`src/rtl/rps_pkg.sv`:
```
package rps_pkg;
  localparam int MOVE_W       = 3;
  localparam int CODE_W       = 2;
  localparam int IDX_ROCK     = 0;
  localparam int IDX_PAPER    = 1;
  localparam int IDX_SCISSORS = 2;
  localparam int N_SIDES      = 2;

  localparam logic [CODE_W-1:0] CODE_ROCK     = 2'b00;
  localparam logic [CODE_W-1:0] CODE_PAPER    = 2'b01;
  localparam logic [CODE_W-1:0] CODE_SCISSORS = 2'b11;
  localparam logic [CODE_W-1:0] CODE_GAP      = 2'b10;
endpackage

```
`src/rtl/rps_encoder.sv`:
```
module rps_encoder
  import rps_pkg::*;
(
  input  logic [MOVE_W-1:0] move_i,
  output logic [CODE_W-1:0] code_o,
  output logic              err_o
);
  always_comb begin
    code_o[1] = move_i[IDX_SCISSORS];
    code_o[0] = move_i[IDX_PAPER] | move_i[IDX_SCISSORS];
    err_o     = ($countones(move_i) != 1);
  end

  always_comb begin
    if (!err_o) begin
      p_gap_unused_r1: assert (code_o != CODE_GAP);
      if (move_i[IDX_ROCK])     p_rock_code_r1: assert (code_o == CODE_ROCK);
      if (move_i[IDX_PAPER])    p_paper_code_r1: assert (code_o == CODE_PAPER);
      if (move_i[IDX_SCISSORS]) p_sciss_code_r1: assert (code_o == CODE_SCISSORS);
    end
  end
endmodule

```
`src/rtl/rps_outcome.sv`:
```
module rps_outcome
  import rps_pkg::*;
(
  input  logic [CODE_W-1:0] a_code_i,
  input  logic [CODE_W-1:0] b_code_i,
  output logic              tie_o,
  output logic              a_win_o
);
  always_comb begin
    tie_o   = (a_code_i == b_code_i);
    // meaningful only for legal, unequal codes
    a_win_o = (~a_code_i[0] & b_code_i[1]) | ~(a_code_i[1] ^ b_code_i[0]);
  end

  always_comb begin
    if (a_code_i == CODE_ROCK && b_code_i == CODE_SCISSORS)
      p_rock_beats_sciss_r6: assert (a_win_o);
    if (a_code_i == CODE_PAPER && b_code_i == CODE_ROCK)
      p_paper_beats_rock_r6: assert (a_win_o);
    if (a_code_i == CODE_SCISSORS && b_code_i == CODE_PAPER)
      p_sciss_beats_paper_r6: assert (a_win_o);
  end
endmodule

```
`src/rtl/rps_judge.sv`:
```
module rps_judge
  import rps_pkg::*;
(
  input  logic [MOVE_W-1:0] a_move_i,
  input  logic [MOVE_W-1:0] b_move_i,
  input  logic              reveal_i,
  output logic              a_red_o,
  output logic              a_green_o,
  output logic              a_blue_o,
  output logic              b_red_o,
  output logic              b_green_o,
  output logic              b_blue_o
);
  logic [N_SIDES-1:0][MOVE_W-1:0] move;
  logic [N_SIDES-1:0][CODE_W-1:0] code;
  logic [N_SIDES-1:0]             err;
  logic                           tie;
  logic                           a_win;
  logic                           show;

  assign move[0] = a_move_i;
  assign move[1] = b_move_i;

  for (genvar s = 0; s < N_SIDES; s++) begin : g_side
    rps_encoder u_enc (
      .move_i (move[s]),
      .code_o (code[s]),
      .err_o  (err[s])
    );
  end

  rps_outcome u_outcome (
    .a_code_i (code[0]),
    .b_code_i (code[1]),
    .tie_o    (tie),
    .a_win_o  (a_win)
  );

  always_comb begin
    show      = ~|err & reveal_i;
    a_red_o   = err[0];
    b_red_o   = err[1];
    a_blue_o  = show & tie;
    b_blue_o  = show & tie;
    a_green_o = show & ~tie & a_win;
    b_green_o = show & ~tie & ~a_win;
  end

  always_comb begin
    if (!reveal_i)
      p_dark_unrevealed_r3: assert (!(a_green_o | b_green_o | a_blue_o | b_blue_o));
    if (a_red_o || b_red_o)
      p_dark_on_error_r4: assert (!(a_green_o | b_green_o | a_blue_o | b_blue_o));
    p_blue_pair_r5: assert (a_blue_o == b_blue_o);
    if (a_blue_o)
      p_no_green_on_tie_r5: assert (!(a_green_o | b_green_o));
    p_single_green_r7: assert (!(a_green_o && b_green_o));
    if (reveal_i && !a_red_o && !b_red_o && !a_blue_o)
      p_one_winner_r7: assert (a_green_o ^ b_green_o);
  end
endmodule

```
`config.mk`:
```
export PLATFORM = sky130hd
export DESIGN_NAME = rps_judge
export DESIGN_NICKNAME = d
export VERILOG_FILES = /design/src/rtl/rps_pkg.sv /design/src/rtl/rps_encoder.sv /design/src/rtl/rps_outcome.sv /design/src/rtl/rps_judge.sv
export SDC_FILE = /design/constraint.sdc
export NUM_CORES = 1
export LEC_CHECK = 0
export ABC_AREA = 1
export BUFFER_PORTS_ARGS = -buffer_cell sky130_fd_sc_hd__buf_2
export CAP_MARGIN = 10
export CORE_AREA = 2 2 39 41
export DETAILED_ROUTE_END_ITERATION = 7
export DIE_AREA = 0 0 41 43
export PLACE_DENSITY = 0.49
export SLEW_MARGIN = 40
export SYNTH_ARGS = -nofsm -noshare
export SYNTH_HDL_FRONTEND = slang
export SYNTH_SLANG_ARGS = --single-unit
```
`constraint.sdc`:
```
create_clock -name vclk -period 1.1
set_input_delay 0 -clock vclk [all_inputs]
set_output_delay 0 -clock vclk [all_outputs]
set_load 0.02 [all_outputs]
```
==> results.md <==
* Core area at approximately 0.0014 mm2
* Largest net degree at the start of global routing at 4
* Clock buffer count at 0
* PD cells at 376 mW/mm2
* Area Overhead vs Synth at 112%
* Die Wd at 41 um
* Post-Syn Instances at 41
* Status: finished with violations
* Sequential cell count at 0
* Worst-Margin Slew at 0.142 ns
* Syn Area/Cell at 6.50 um2
* Synth unique cells at 14
* Final Wtd Congestion at 0.659
* Seq/Total Area, Yosys at 0%
* Initial antenna violation count at 0
* N_diodes at 0
* Full die area at between 0.0015 and 0.002 mm2
* Detailed Routing Iterations Pass 1 at 1
* Syn Nets at 56
* Post-synthesis xor/xnor area fraction at 3.29%
* Fraction of the mapped netlist area in adder cells at between 40% and 50%
* Crit path kind: in -> out
* Synth Area in Compound Gates at 0%
* Post-Synth Simple-Gate Area at 38.0%
* # DRC at 0
* Worst setup margin at -0.145 ns
* Layout cells sized above 1 at about two thirds
* Chip height at roughly 43 um
* I/O Pins at 13
* Crit. End Element: primary output
* Hold_buf cts at 0
* Footprint of the multi-input gates at 318 um2
* Vias in the first global route at 255
* Final number of hold-violating endpoints at 0
* Peak supply drop at 0.141 mV
* Pleak at ~0.26 nW
* Yosys warns at 0
* First-pass GRT wire length at about 840 um
* Final setup vio count at 4
* Crit path max fanout at 2
* Failing checks: setup timing
* Top-area cell type share of the netlist area at 28.2%
* Max-slew violations at 0
* Pre-CTS WS at -0.312 ns
* Post-synth top area cell: ha_1
* Initial Util at roughly a fifth
* Slowest cell on the critical path: fa_1
* WP data required at ~1.1 ns
* Data arrival, critical path at around 1.2 ns
* Cell mode on critical path: nor2_2
* Worst Hold Class: in -> out
* RSZ-0062 raised after global routing: yes
* Multiplexer share of the synthesized area at 0%
* Critical path's largest stage delay at roughly 0.50 ns
* GR Overflow Total at 0
* IO buf count at 13
* FP Rows at 14
* Final Cycle Share at 113%
* Vias post-DR at just over 300
* Final WL at slightly below 600 um
* Fillers at 150
* Syn Std Cell Area at between 200 and 300 um2
* Max-Cap Viols at 0
* Overall routing resource usage at slightly above 6%
* Detailed placement HPWL at ~480 um
* Crit path launch type: primary input
* Min cycle time layout at around 1.2 ns
* Wire per inst at 7.46 um
* Fin nets at between 70 and 80
* Largest family of logic cells by synthesized area: adder cells
* Vias per inst at roughly 3.9
* WHS at roughly 0.48 ns
* Synth top area cells: ha_1 28%, fa_1 15%, nand2_1 13%
* Critical Path, Cell by Cell: buf_8, inv_4, fa_1, nor2_2, nand3_1, nor2_2, nand2_1, nor2_1, buf_4
* Iter 0 DRT Violations at 0
* Post-route ant nets at 0
* Slew margin rel. at roughly nine tenths
* Register area at 0 um2
* Highest Clock Rate at 0.803 GHz
==> layout make-up <==
cell class / instances / area share (%)
tap: 16 / 3.55
inverter: 9 / 7.32
timing repair buffer: 22 / 32.8
multi-input combinational: 31 / 56.3
==> layer usage <==
layer	vias to the layer above	routed length [um]	part of all wire (%)	GRT usage, %
met5	-	0	0	0
li1	161	-	-	-
met4	0	0	0	0
met1	140	219	38	7.01
met2	5	347	60	12.5
met3	0	14	2.4	0
==> power by group <==
part	leakage (nW)	switching, mW	internal (mW)	total, mW
Clock	0	0	0	0
Combinational	0.262	0.0991	0.113	0.212
Sequential	0	0	0	0
==> metrics by stage <==
step	util [%]	instances	instance area, um2	setup TNS (ns)	power, mW
2_1_floorplan	-	41	320	-0.707	0.0967
3_3_place_gp	32.8	77	454	-1.11	0.159
3_5_place_dp	32.8	77	454	-1.30	0.163
4_1_cts	37.9	77	524	-0.695	0.186
5_1_grt	40.8	78	564	-1.13	0.236
6_report	40.8	78	564	-0.558	0.212
==> what timing repair did <==
action | in CTS | in global routing
setup buffers | 0 | 1
gates cloned | 0 | 0
resized for setup | 16 | 12
pin swaps | 8 | 6
setup endpoints to repair | 5 | 5
==> cells in the final DEF (no fill, tap or decap), drive strengths merged <==
cell type | synthesis | routed
inv | 9 | 9
xnor2 | 1 | 1
ha | 6 | 6
fa | 2 | 2
nor2 | 8 | 8
buf | 1 | 22
nand2 | 10 | 10
nor2b | 1 | 1
nand3 | 1 | 1
nand3b | 1 | 1
nor3b | 1 | 1
==> worst paths after layout <==
path,start,to,slack (ns),depth (start not counted)
setup / recovery,a_move_i[0],b_green_o,-0.14,9
hold / removal,reveal_i,b_blue_o,0.48,5
==> synth_stat cells, drive strengths merged <==
cell,count
nand2,10
inv,9
nor2,8
ha,6
fa,2
buf,1
nand3,1
nand3b,1
nor2b,1
nor3b,1
xnor2,1
==> worst max-delay path, delay by kind of cell <==
kind                       cells  cell delay, ns
buffers and inverters          3            0.25
and+or+nand+nor                5            0.49
adders and majority gates      1            0.50
==> cell families (layout without fill, tap and decap cells) <==
group         count (synthesis)  count (layout)
simple gates                 22              22
buf+inv                      10              31
fa+ha+maj                     8               8
xor+xnor                      1               1
Power figures use the tool's default switching activity.
